File: config.mk
export PLATFORM = sky130hd
export DESIGN_NAME = mii_tx_stamper
export DESIGN_NICKNAME = d
export VERILOG_FILES = /design/src/rtl/mii_ts_pkg.sv /design/src/rtl/mii_ts_parse.sv /design/src/rtl/mii_ts_delay.sv /design/src/rtl/mii_ts_fcs.sv /design/src/rtl/mii_tx_stamper.sv
export SDC_FILE = /design/constraint.sdc
export NUM_CORES = 1
export LEC_CHECK = 0
export BUFFER_PORTS_ARGS = -buffer_cell sky130_fd_sc_hd__buf_2
export CORE_MARGIN = 8
export CORE_UTILIZATION = 55
export CTS_BUF_LIST = sky130_fd_sc_hd__clkbuf_8
export DETAILED_ROUTE_END_ITERATION = 12
export PLACE_DENSITY = 0.86
export SYNTH_ARGS = -nofsm -noshare
export SYNTH_HDL_FRONTEND = slang
export SYNTH_HIERARCHICAL = 1
export SYNTH_SLANG_ARGS = --single-unit
File: constraint.sdc
create_clock -name clk -period 4 [get_ports clk]
set_input_delay 0.4 -clock clk [delete_from_list [all_inputs] [get_ports clk]]
set_output_delay 0.4 -clock clk [all_outputs]
set_load 0.01 [all_outputs]
File: src/rtl/mii_ts_pkg.sv
package mii_ts_pkg;

    localparam int NIB_W   = 4;
    localparam int CRC_W   = 32;
    localparam int FCS_NIB = CRC_W / NIB_W;
    localparam logic [NIB_W-1:0] SFD_NIB = 4'hD;
    localparam logic [CRC_W-1:0] CRC_POLY_REFL = 32'hEDB88320;

    typedef struct packed {
        logic [NIB_W-1:0] dat;
        logic             en;
        logic             er;
        logic             body;
        logic             csp;
    } nib_t;

    // advance a reflected CRC-32 register by one nibble, lsb first
    function automatic logic [CRC_W-1:0] crc_step(input logic [CRC_W-1:0] c_in,
                                                  input logic [NIB_W-1:0] n_in);
        logic [CRC_W-1:0] c;
        c = c_in;
        for (int i = 0; i < NIB_W; i++) begin
            if (c[0] ^ n_in[i]) c = (c >> 1) ^ CRC_POLY_REFL;
            else                c = c >> 1;
        end
        return c;
    endfunction

endpackage

File: src/rtl/mii_ts_parse.sv
module mii_ts_parse
    import mii_ts_pkg::*;
#(
    parameter int          TS_W       = 64,
    parameter logic [15:0] CSP_TYPE   = 16'h88B5,
    parameter int          ADDR_BYTES = 6
) (
    input  logic             clk,
    input  logic             rst_n,
    input  logic [NIB_W-1:0] d_i,
    input  logic             en_i,
    input  logic             er_i,
    input  logic [TS_W-1:0]  time_i,
    output nib_t             nib_o
);

    localparam int TS_NIB   = TS_W / NIB_W;
    localparam int TYPE_POS = 4 * ADDR_BYTES;
    localparam int TS_POS   = TYPE_POS + 4;
    localparam int TS_END   = TS_POS + TS_NIB;
    localparam int CW       = $clog2(TS_END + 1);
    localparam int IW       = $clog2(TS_W);

    localparam logic [CW-1:0] C_T0  = CW'(TYPE_POS);
    localparam logic [CW-1:0] C_T1  = CW'(TYPE_POS + 1);
    localparam logic [CW-1:0] C_T2  = CW'(TYPE_POS + 2);
    localparam logic [CW-1:0] C_T3  = CW'(TYPE_POS + 3);
    localparam logic [CW-1:0] C_TS0 = CW'(TS_POS);
    localparam logic [CW-1:0] C_TSE = CW'(TS_END);

    typedef enum logic [1:0] {PS_IDLE, PS_PRE, PS_BODY} pstate_t;

    typedef struct packed {
        pstate_t         st;
        logic [CW-1:0]   cnt;
        logic [11:0]     typ;
        logic            csp;
        logic [TS_W-1:0] ts;
    } pars_t;

    pars_t         par_q, par_d;
    logic [CW-1:0] rel_n;
    logic [CW-1:0] rel_b;
    logic [IW-1:0] sel_lsb;

    always_comb begin
        par_d      = par_q;
        nib_o.dat  = d_i;
        nib_o.en   = en_i;
        nib_o.er   = er_i;
        nib_o.body = 1'b0;
        nib_o.csp  = 1'b0;
        rel_n      = par_q.cnt - C_TS0;
        rel_b      = rel_n >> 1;
        sel_lsb    = IW'(TS_W - 8 - 8 * int'(rel_b) + (rel_n[0] ? 4 : 0));

        if (!en_i) begin
            par_d.st  = PS_IDLE;
            par_d.cnt = '0;
            par_d.csp = 1'b0;
        end else if (par_q.st == PS_BODY) begin
            nib_o.body = 1'b1;
            nib_o.csp  = par_q.csp;
            if (par_q.cnt != C_TSE) par_d.cnt = par_q.cnt + 1'b1;
            if (par_q.cnt == C_T0) par_d.typ[7:4]  = d_i;
            if (par_q.cnt == C_T1) par_d.typ[11:8] = d_i;
            if (par_q.cnt == C_T2) par_d.typ[3:0]  = d_i;
            if (par_q.cnt == C_T3 && {par_q.typ[11:4], d_i, par_q.typ[3:0]} == CSP_TYPE) begin
                par_d.csp = 1'b1;
                par_d.ts  = time_i;
            end
            if (par_q.csp && par_q.cnt >= C_TS0 && par_q.cnt < C_TSE)
                nib_o.dat = par_q.ts[sel_lsb +: NIB_W];
        end else if (d_i == SFD_NIB) begin
            par_d.st  = PS_BODY;
            par_d.cnt = '0;
        end else begin
            par_d.st = PS_PRE;
        end
    end

    always_ff @(posedge clk) begin
        if (!rst_n) begin
            par_q <= '{st: PS_IDLE, cnt: '0, typ: '0, csp: 1'b0, ts: '0};
        end else begin
            par_q <= par_d;
        end
    end


    sfd_start_chk: assert property (@(posedge clk) disable iff (!rst_n)
        (nib_o.body && !$past(nib_o.body)) |-> ($past(d_i) == SFD_NIB && $past(en_i)));


    plain_pass_chk: assert property (@(posedge clk) disable iff (!rst_n)
        !nib_o.csp |-> (nib_o.dat == d_i));


    tail_pass_chk: assert property (@(posedge clk) disable iff (!rst_n)
        (par_q.st == PS_BODY && par_q.cnt == C_TSE) |-> (nib_o.dat == d_i));

endmodule

File: src/rtl/mii_ts_delay.sv
module mii_ts_delay
    import mii_ts_pkg::*;
#(
    parameter int DEPTH = FCS_NIB
) (
    input  logic clk,
    input  logic rst_n,
    input  nib_t nib_i,
    output nib_t nib_o
);

    nib_t [DEPTH-1:0] line_q, line_d;

    always_comb begin
        line_d[0] = nib_i;
        for (int i = 1; i < DEPTH; i++) line_d[i] = line_q[i-1];
    end

    always_ff @(posedge clk) begin
        if (!rst_n) line_q <= '0;
        else        line_q <= line_d;
    end

    assign nib_o = line_q[DEPTH-1];

endmodule

File: src/rtl/mii_ts_fcs.sv
module mii_ts_fcs
    import mii_ts_pkg::*;
(
    input  logic             clk,
    input  logic             rst_n,
    input  nib_t             nib_i,
    input  logic             ahead_body_i,
    output logic [NIB_W-1:0] d_o,
    output logic             en_o,
    output logic             er_o
);

    typedef struct packed {
        logic [CRC_W-1:0] crc;
        logic             tail;
        logic [NIB_W-1:0] dat;
        logic             en;
        logic             er;
    } fcs_t;

    fcs_t fcs_q, fcs_d;
    logic tail_now;

    always_comb begin
        fcs_d    = fcs_q;
        tail_now = nib_i.body && (!ahead_body_i || fcs_q.tail);
        fcs_d.tail = tail_now;
        fcs_d.en   = nib_i.en;
        fcs_d.er   = nib_i.er;
        fcs_d.dat  = nib_i.dat;
        if (!nib_i.body) begin
            fcs_d.crc = '1;
        end else if (!tail_now) begin
            fcs_d.crc = crc_step(fcs_q.crc, nib_i.dat);
        end else begin
            fcs_d.crc = {{NIB_W{1'b0}}, fcs_q.crc[CRC_W-1:NIB_W]};
            if (nib_i.csp) fcs_d.dat = ~fcs_q.crc[NIB_W-1:0];
        end
    end

    always_ff @(posedge clk) begin
        if (!rst_n) fcs_q <= '{crc: '1, tail: 1'b0, dat: '0, en: 1'b0, er: 1'b0};
        else        fcs_q <= fcs_d;
    end

    assign d_o  = fcs_q.dat;
    assign en_o = fcs_q.en;
    assign er_o = fcs_q.er;

    // checker: the tail region spans exactly the FCS length
    logic [NIB_W:0] tail_cnt_q;
    always_ff @(posedge clk) begin
        if (!rst_n)        tail_cnt_q <= '0;
        else if (tail_now) tail_cnt_q <= tail_cnt_q + 1'b1;
        else               tail_cnt_q <= '0;
    end


    fcs_len_chk: assert property (@(posedge clk) disable iff (!rst_n)
        (fcs_q.tail && !nib_i.body) |-> (tail_cnt_q == (NIB_W+1)'(FCS_NIB)));

endmodule

File: src/rtl/mii_tx_stamper.sv
module mii_tx_stamper
    import mii_ts_pkg::*;
#(
    parameter int          TS_W       = 64,
    parameter logic [15:0] CSP_TYPE   = 16'h88B5,
    parameter int          ADDR_BYTES = 6
) (
    input  logic             clk,
    input  logic             rst_n,
    input  logic [3:0]       mac_txd,
    input  logic             mac_txen,
    input  logic             mac_txer,
    input  logic [TS_W-1:0]  time_now,
    output logic [3:0]       phy_txd,
    output logic             phy_txen,
    output logic             phy_txer
);

    localparam int LAT = FCS_NIB + 1;

    nib_t tag_in, tag_dly;

    mii_ts_parse #(.TS_W(TS_W), .CSP_TYPE(CSP_TYPE), .ADDR_BYTES(ADDR_BYTES)) u_parse (
        .clk    (clk),
        .rst_n  (rst_n),
        .d_i    (mac_txd),
        .en_i   (mac_txen),
        .er_i   (mac_txer),
        .time_i (time_now),
        .nib_o  (tag_in)
    );

    mii_ts_delay #(.DEPTH(FCS_NIB)) u_delay (
        .clk   (clk),
        .rst_n (rst_n),
        .nib_i (tag_in),
        .nib_o (tag_dly)
    );

    mii_ts_fcs u_fcs (
        .clk          (clk),
        .rst_n        (rst_n),
        .nib_i        (tag_dly),
        .ahead_body_i (tag_in.body),
        .d_o          (phy_txd),
        .en_o         (phy_txen),
        .er_o         (phy_txer)
    );

    // checker: cycles since reset, saturating at the latency
    logic [4:0] settle_q;
    always_ff @(posedge clk) begin
        if (!rst_n)                   settle_q <= '0;
        else if (settle_q != 5'(LAT)) settle_q <= settle_q + 1'b1;
    end


    lat_en_chk: assert property (@(posedge clk) disable iff (!rst_n)
        (settle_q == 5'(LAT)) |-> (phy_txen == $past(mac_txen, LAT)));


    lat_er_chk: assert property (@(posedge clk) disable iff (!rst_n)
        (settle_q == 5'(LAT)) |-> (phy_txer == $past(mac_txer, LAT)));

endmodule

=== Word-level counts from Yosys, hierarchy flattened ===
Index checks and enable logic that the tools add are counted.

* Register bits: 188
* Bits in latches: 0
* RAM bits: 0
* Memory bits (read-only): 0
* Memories: 0

* Add/subtract/negate cells: 4
* Multipliers: 0
* Div/mod/pow operators: 0
* $lt $le $gt $ge: 2
* Equality and inequality tests: 9
* Shifts and indexed selects: 1
* Multiplexer cells: 24
* Bitwise gates (word level): 9
* Reduce and logical (&&, ||, !) cells: 16

{| class="wikitable"
|+ Operators by type and width
! cell !! number
|-
| $mux W32 || 11
|-
| $shiftx A64 B7 Y4 || 1
|-
| $not A13 Y14 || 4
|-
| $eq A6 B5 Y1 const B || 4
|-
| $mux W4 || 6
|-
| $mux W6 || 3
|-
| $eq A16 B16 Y1 const B || 1
|-
| $reduce_and A3 Y1 || 5
|-
| $reduce_and A2 Y1 || 4
|-
| $add A6 B1 Y6 const B || 1
|-
| $add A6 B6 Y6 || 1
|-
| $ge A6 B5 Y1 const B || 1
|-
| $lt A6 B6 Y1 const B || 1
|-
| $mux W2 || 3
|-
| $ne A6 B6 Y1 const B || 1
|-
| $sub A6 B6 Y6 const A || 1
|-
| $eq A4 B4 Y1 const B || 1
|-
| $logic_and A1 B1 Y1 || 4
|-
| $not A4 Y4 || 1
|-
| $sub A4 B4 Y4 const B || 1
|-
| $xor A1 B1 Y1 || 4
|-
| $mux W3 || 1
|-
| $eq A2 B2 Y1 const B || 1
|-
| $ne A2 B2 Y1 const B || 1
|-
| other kinds (3) || 3
|}

=== Depth between registers and ports, before layout ===
Gate-level depths: netlist of run 1.

* Depth after elaboration: 19
* Gate-level depth with buffers: 9

=== Cells and area by module ===
Netlist of run 1, hierarchy kept.

{| class="wikitable"
|+ By module, submodules not included
! module !! instances !! cells each !! area an instance (um2)
|-
| mii_ts_parse || 1 || 416 || 4119.0
|-
| mii_ts_delay || 1 || 134 || 1791.7
|-
| mii_ts_fcs || 1 || 161 || 1605.3
|}

=== Worst setup path after synthesis of run 1 ===
No wires, ideal clock.

* Kind: reg-to-reg
* From: register u_parse/par_q[79] (netlist name)
* To: register u_delay.line_q, in the netlist u_delay/line_d[12]
* Setup time: 116 ps
* Arrival: 2745 ps
* Required time: 3884 ps
* Path slack: 1139 ps
* Stages on the path, launching flop included: 9
* Buffers on the path: 2
* Cell sequence: dfxtp_1 clkinv_1 ha_1 clkbuf_1 buf_1 mux4_2 mux4_2 mux2_2 and2_2

{| class="wikitable"
|+ RTL lines
! what !! line !! text
|-
| from (decl) || mii_ts_parse.sv:41 || <nowiki>pars_t par_q, par_d;</nowiki>
|-
| from (signal assigned) || mii_ts_parse.sv:84 || <nowiki>par_q <= '{st: PS_IDLE, cnt: '0, typ: '0, csp: 1'b0, ts: '0};</nowiki>
|-
| from (signal assigned) || mii_ts_parse.sv:86 || <nowiki>par_q <= par_d;</nowiki>
|-
| to (signal assigned) || mii_ts_delay.sv:21 || <nowiki>else line_q <= line_d;</nowiki>
|-
| to (decl) || mii_ts_delay.sv:12 || <nowiki>nib_t [DEPTH-1:0] line_q, line_d;</nowiki>
|}

==> results of run 1 <==
-- sequential cells by signal (all words and copies together), names as in the netlist --
signal and cells:
u_delay/line_d 56, u_delay/nib_o 8, u_fcs/d_o 4, u_fcs/en_o 1, u_fcs/er_o 1, u_fcs/fcs_q 33
u_parse/par_q 85
-- how the worst max path moves through the flow --
| stage | end | slack (ns) | cells past startpoint |
|---|---|---|---|
| floorplan | u_delay/line_d[12] | 1.14 | 8 |
| finish | u_delay/line_d[12] | 1.00 | 6 |
| CTS | u_delay/line_d[12] | 0.95 | 6 |
| global placement | u_delay/line_d[13] | 1.07 | 6 |
| global route | u_delay/line_d[12] | 0.81 | 6 |
| detailed placement | u_delay/line_d[12] | 0.96 | 6 |
-- Yosys cell counts (3+ instances only) --
cell type,n,area share (%)
dfxtp_1,188,50
nand2_1,148,7.4
mux2i_1,77,10
and2_2,64,6.4
clkbuf_1,24,1.2
a21oi_1,15,1.0
nor2b_1,15,1.2
xnor2_1,14,1.6
mux4_2,13,3.9
nand3_1,12,0.80
and3_1,10,0.83
o21ai_0,10,0.67
and2_1,9,0.75
nor2_1,9,0.45
buf_2,8,0.53
o21ai_1,8,0.53
ha_1,7,1.2
mux4_1,7,2.4
nand2b_1,7,0.58
buf_4,6,0.60
clkbuf_2,6,0.40
or3_1,6,0.50
o21a_1,4,0.40
inv_1,3,0.15
mux2_2,3,0.45
nor3b_1,3,0.30
-- cells by family (layout without fill, tap and decap cells) --
logic type	after synthesis	in the layout
buffers and inverters	51	120
xor gates and xnor gates	23	23
AOI/OAI and AO/OA	42	42
and+or+nand+nor	299	299
DFF	188	188
adders and majority gates	7	7
muxes	101	101
-- power by group through the flow --
| stage | sequential (mW) | combinational [mW] | clock [mW] |
|---|---|---|---|
| 6_report | 1.88 | 0.108 | 1.29 |
| 5_1_grt | 1.88 | 0.120 | 1.41 |
| 4_1_cts | 1.88 | 0.108 | 1.32 |
| 3_5_place_dp | 1.93 | 0.107 | 0 |
| 3_3_place_gp | 1.93 | 0.106 | 0 |
| 2_1_floorplan | 1.93 | 0.0588 | 0 |
-- layer usage --
layer  vias to the layer above  part of all wire [%]  wire (um)
li1                       2477                     -          -
met1                      2287                    44       6240
met2                       108                    49       6980
met3                        21                   4.8        687
met4                         0                   2.2        316
met5                         -                     0          0
-- through the flow --
step / std cells / cell area [sq um] / total power, mW / utilization (%)
finish: 956 / 8380 / 3.28 / 63.0
global route: 956 / 8380 / 3.41 / 63.0
CTS: 956 / 8380 / 3.31 / 63.0
detailed placement: 924 / 7960 / 2.03 / 59.9
global placement: 924 / 7960 / 2.03 / 59.9
floorplan: 711 / 7520 / 1.98 / -
-- cell type report --
class / count / area [sq um] / area share, %
Inverter: 4 / 15.0 / 0.179
Tap cell: 176 / 220 / 2.63
Clock buffer: 20 / 275 / 3.28
Multi-Input combinational cell: 472 / 3510 / 41.8
Sequential cell: 188 / 3760 / 44.9
Timing Repair Buffer: 84 / 453 / 5.40
Clock inverter: 12 / 146 / 1.75
==> impl_metrics.toml, run 1 <==
[outcome]
outcome = "finished, final reports clean"

[power_and_ir_drop]
switchingPower_uw = 687
p_int_mw = 2.59
p_sw_share_pct = 21.0
p_leak_nw = 3.40
combPwrFrac_pct = 3.3
powerDensity_mw_per_mm2 = 391
clock_power_share_pct = 39.3
p_seq_share_pct = 57.4
vdd_drop_max_v = 0.000244

[die]
pin_count = 78
row_count = 42
fp.dieW_um = 133
initial_utilization_pct = 56.5
die_area_sq_mm = 0.0177
die_y_um = 133
core_area_sq_mm = 0.0133

[logic_synthesis]
synth_xor_area_share_pct = 4.15
yosys.area_share.simple_pct = 20.9
synth_cells = 711
synth_area_sq_mm = 0.00752
ys_types = 50
ys_seq_area_share_pct = 50.1
ys_seq_elements = 188
synth_top_family_by_area = "simple AND/OR/NAND/NOR gates"
synth_mux_area_share_pct = 17.2
synth-edff-count = 0
synth-compound-area-share_pct = 3.13
synth_area_per_cell_sq_um = 10.6
synth-async-reset-ratio_pct = 0
synth_nets = 790
synth_fa_ha_area_share_pct = 1.17
ys_warn_count = 6
yosys_most_used_dff = "dfxtp_1"

[job]
max_cap_viol_count = 0

[critical_path]
slowest_stage = "ha_1"
cp_data_required_time_ns = 4.36
critPathBufInv = 1
critPathLaunchType = "flip-flop"
rrSetupSlack_ns = 1.00
r2r_end = "u_delay/line_d[12]"
critical_path_class = "flip-flop to flip-flop"
critPathLaunch = "u_parse/par_q[79]"
cp_max_fo = 16
cp_data_arrival_time_ns = 3.35
reg2reg_depth = 6
path_common_cell = "mux4_2"
r2r_start = "u_parse/par_q[79]"
cp_slowest_stage_delay_ns = 0.78
cp-end-kind = "flip-flop"
crit_family = "multiplexers"
path_cells = "clkinv_1 -> ha_1 -> mux4_2 -> mux4_2 -> mux2_2 -> and2_2"

[global_route]
grt.total_usage_pct = 16.5
use_met2_pct = 27.4
grt-ovfl-total = 0
grt_antenna_before_repair = 0
grt_use_met1_pct = 19.0
grt_pass1_vias = 4871
grt_pass1_wl_um = 23600
grt_max_degree = 83
gr-usage-met3_pct = 5.79
busiest_layer = "met2"

[place]
pre_cts_slack_ns = 0.965
place.gp.congestion = 0.864
dp.final_hpwl_um = 9990
port_buffers = 77

[clock_tree]
cts_setup_buffers = 0
ctsResizeCount = 0
cts_root_buf = "clkbuf_8"
cts_tree = "built"
clock_latency_ns = 0.46
clock_path_buffers = 2
cts_buffers = 17
cts.sinks = 188
cts-hold-fix-buffers = 0
htree_levels = 4
clk_pin_slew_ns = 0.09

[route]
first_pass_iters = 5
drtAntennaViolNets = 0
drtIter0Drc = 279
drcViolationCount = 0
wl_per_cell_um = 14.9
wl_um = 14200
viasPerCell = 5.12
vias = 4893

[min_path]
hold_depth = 2
min_path_type = "primary input to flip-flop"
worstHoldEndpoint = "u_delay/line_d[10]"
hold_start = "mac_txer"

[timing]
fin_crit_ns = 3.00
clock_skew_ns = 0.0124
fin_tns_setup_ns = 0
worst_slack_ns = 1.00
drv_slew = 0
holdWs_ns = 0.163
finalHoldViolCount = 0
max_freq_mhz = 334
finalCritPeriodShare_pct = 74.9
relSlewSlack_pct = 34.7
setup_viol_count_final = 0
tightest_slew_ns = 0.979
rsz0062_at_grt = "false"

[finish]
fillers = 1035
antenna_cells = 0
finish.net_count = 846
final_common_cell = "dfxtp_1"
areaGrowthSynthToFinish_pct = 11.5
drive_gt1_share_pct = 26.2
layout_common_cells = "dfxtp_1 (188), nand2_1 (148), mux2i_1 (77)"
Note: power is estimated with default switching activity, not from simulation.
==> run 2: changes to the inputs <==
ABC_AREA = 1   (was default)
clock period = 3.1 ns   (was 4 ns; I/O delays follow)
==> impl_metrics.toml, run 2 <==
[die]
die_y_um = 141
row_count = 45
die_area_sq_mm = 0.0198
fp.dieW_um = 141
core_area_sq_mm = 0.0152
pin_count = 78
initial_utilization_pct = 56.4

[timing]
tightest_slew_ns = 0.742
clock_skew_ns = 0.0135
rsz0062_at_grt = "false"
finalCritPeriodShare_pct = 77.3
max_freq_mhz = 417
drv_slew = 0
fin_tns_setup_ns = 0
setup_viol_count_final = 0
holdWs_ns = 0.0491
relSlewSlack_pct = 50.5
finalHoldViolCount = 0
fin_crit_ns = 2.40

[critical_path]
slowest_stage = "nand3_4"
path_common_cell = "inv_1"
reg2reg_depth = 8
critical_path_class = "flip-flop to flip-flop"
r2r_end = "u_parse/par_q[12]"
critPathLaunchType = "flip-flop"
crit_family = "simple AND/OR/NAND/NOR gates"
path_cells = "inv_1 -> ha_1 -> nand4_1 -> nor2_4 -> nand3_4 -> nand2_1 -> inv_1 -> nor2_1"
critPathBufInv = 2
rrSetupSlack_ns = 0.70
cp_max_fo = 64
worst-path-stages = 8
cp_data_arrival_time_ns = 2.79
cp_data_required_time_ns = 3.50
cp-end-kind = "flip-flop"
r2r_start = "u_parse/par_q[79]"
cp_slowest_stage_delay_ns = 0.55

[clock_tree]
cts_setup_buffers = 0
cts.sinks = 188
clk_pin_slew_ns = 0.10
ctsResizeCount = 0
cts_root_buf = "clkbuf_8"
clock_path_buffers = 2
cts_tree = "built"
htree_levels = 4
clock_latency_ns = 0.46
cts_buffers = 17
cts-hold-fix-buffers = 0

[finish]
drive_gt1_share_pct = 12.1
stdcell_count = 1499
layout_common_cells = "nand2_1 (349), inv_1 (296), dfxtp_1 (188)"
design_area_sq_mm = 0.00926
final_common_cell = "nand2_1"
regMostFlops = "u_parse/par_q"
fillers = 1395
areaGrowthSynthToFinish_pct = 8.04
largest_reg_flops = 85
antenna_cells = 0
finish.net_count = 1378

[logic_synthesis]
yosys_most_used_dff = "dfxtp_1"
synth_nets = 1335
synth-async-reset-ratio_pct = 0
synth_top_cells_by_count = "nand2_1 (349), inv_1 (295), dfxtp_1 (188), nand3_1 (82), nor2_1 (77)"
ys_types = 32
synth_area_sq_mm = 0.00857
synth_top_area_cell = "dfxtp_1"
ys_warn_count = 6
synth-edff-count = 0
ys_seq_area_share_pct = 43.9
ys_seq_elements = 188
synth_area_per_cell_sq_um = 6.82
synth_most_common_cell = "nand2_1"
yosysTopAreaCellShare_pct = 43.9
synth.area.top_cells = "dfxtp_1 (44%), nand2_1 (15%), inv_1 (13%), nand4_1 (4.9%), nand3_1 (4.8%)"
synth_cells = 1256

[min_path]
worstHoldEndpoint = "u_delay/line_d[10]"
min_path_type = "primary input to flip-flop"
hold_start = "mac_txer"
hold_depth = 3

[route]
viasPerCell = 4.92
wl_met1_um = 8120
drtAntennaViolNets = 0
wl_um = 18500
wl_per_cell_um = 12.4
drtIter0Drc = 651
routed.top_layer = "met4"
drcViolationCount = 0
met2WireLength_um = 9160
first_pass_iters = 5
vias = 7374
wl_met3_um = 983

[global_route]
grt_pass1_wl_um = 31100
grt_max_degree = 78
grt-ovfl-total = 0
grt_pass1_vias = 6908
grt.total_usage_pct = 18.9
grt_antenna_before_repair = 0

[power_and_ir_drop]
switchingPower_uw = 971
vdd_drop_max_v = 0.000326
powerDensity_mw_per_mm2 = 453
p_seq_share_pct = 57.9
p_sw_share_pct = 23.1
p_int_mw = 3.23
combPwrFrac_pct = 4.0
p_leak_nw = 5.13
clock_power_share_pct = 38.1
power_mw = 4.20

[place]
dp.cells = 1468
port_buffers = 77
place_area_sq_mm = 0.00887
dp.final_hpwl_um = 12300
place.gp.congestion = 0.918

[job]
max_cap_viol_count = 0

[outcome]
outcome = "finished, final reports clean"
==> run 2: worst max-delay path by stage <==
| stage | start | endpoint | slack, ns |
|---|---|---|---|
| floorplan | u_parse/par_q[78] | u_delay/line_d[12] | 1.18 |
| global placement | u_parse/par_q[79] | u_parse/par_q[3] | 0.90 |
| detailed placement | u_parse/par_q[79] | u_parse/par_q[57] | 0.79 |
| CTS | u_parse/par_q[79] | u_parse/par_q[25] | 0.75 |
| global route | u_parse/par_q[79] | u_parse/par_q[19] | 0.51 |
| finish | u_parse/par_q[79] | u_parse/par_q[12] | 0.70 |
==> run 2: final cells by class <==
class	instances	area [sq um]	share of cell area (%)
Tap cell	188	235	2.54
Inverter	305	1140	12.4
Sequential cell	188	3760	40.6
Multi-Input combinational cell	700	3260	35.2
Clock buffer	18	248	2.67
Clock inverter	13	143	1.54
Timing Repair Buffer	87	463	5.00
==> run 2: per-layer routing <==
| layer | vias up | global-route usage [%] |
|---|---|---|
| li1 | 3815 | - |
| met1 | 3323 | 22.4 |
| met2 | 211 | 33.1 |
| met3 | 25 | 4.22 |
| met4 | 0 | 6.56 |
| met5 | - | 0 |
==> run 2: power groups by stage <==
| stage | Combinational (mW) | Clock (mW) | Sequential, mW |
|---|---|---|---|
| after floorplan | 0.105 | 0 | 2.49 |
| after global placement | 0.167 | 0 | 2.49 |
| after detailed placement | 0.169 | 0 | 2.49 |
| after CTS | 0.170 | 1.63 | 2.43 |
| after global routing | 0.193 | 1.74 | 2.43 |
| final | 0.170 | 1.60 | 2.43 |
==> run 2: through the flow <==
| stage | utilization [%] | setup WS [ns] |
|---|---|---|
| after global placement | 58.4 | 0.896 |
| after floorplan | - | 1.18 |
| after global routing | 60.9 | 0.514 |
| after CTS | 60.9 | 0.748 |
| final | 60.9 | 0.704 |
| after detailed placement | 58.4 | 0.790 |
==> run 2: cells by family (layout without fill, tap and decap cells) <==
kind of cell               Yosys count  in the layout  synth area share (%)
AOI/OAI and AO/OA                   75             75                  4.57
xor gates and xnor gates             6              6                 0.613
adders and majority gates            7              7                  1.02
buffers and inverters              368            423                  18.1
DFF                                188            188                  43.9
and+or+nand+nor                    612            612                  31.8
==> run 2: worst register-to-register path: cells and delay by family (launching register included) <==
family,cells,cell delay [ns]
fa+ha+maj,1,0.24
buf+inv,2,0.43
flops,1,0.45
simple gates,5,1.21
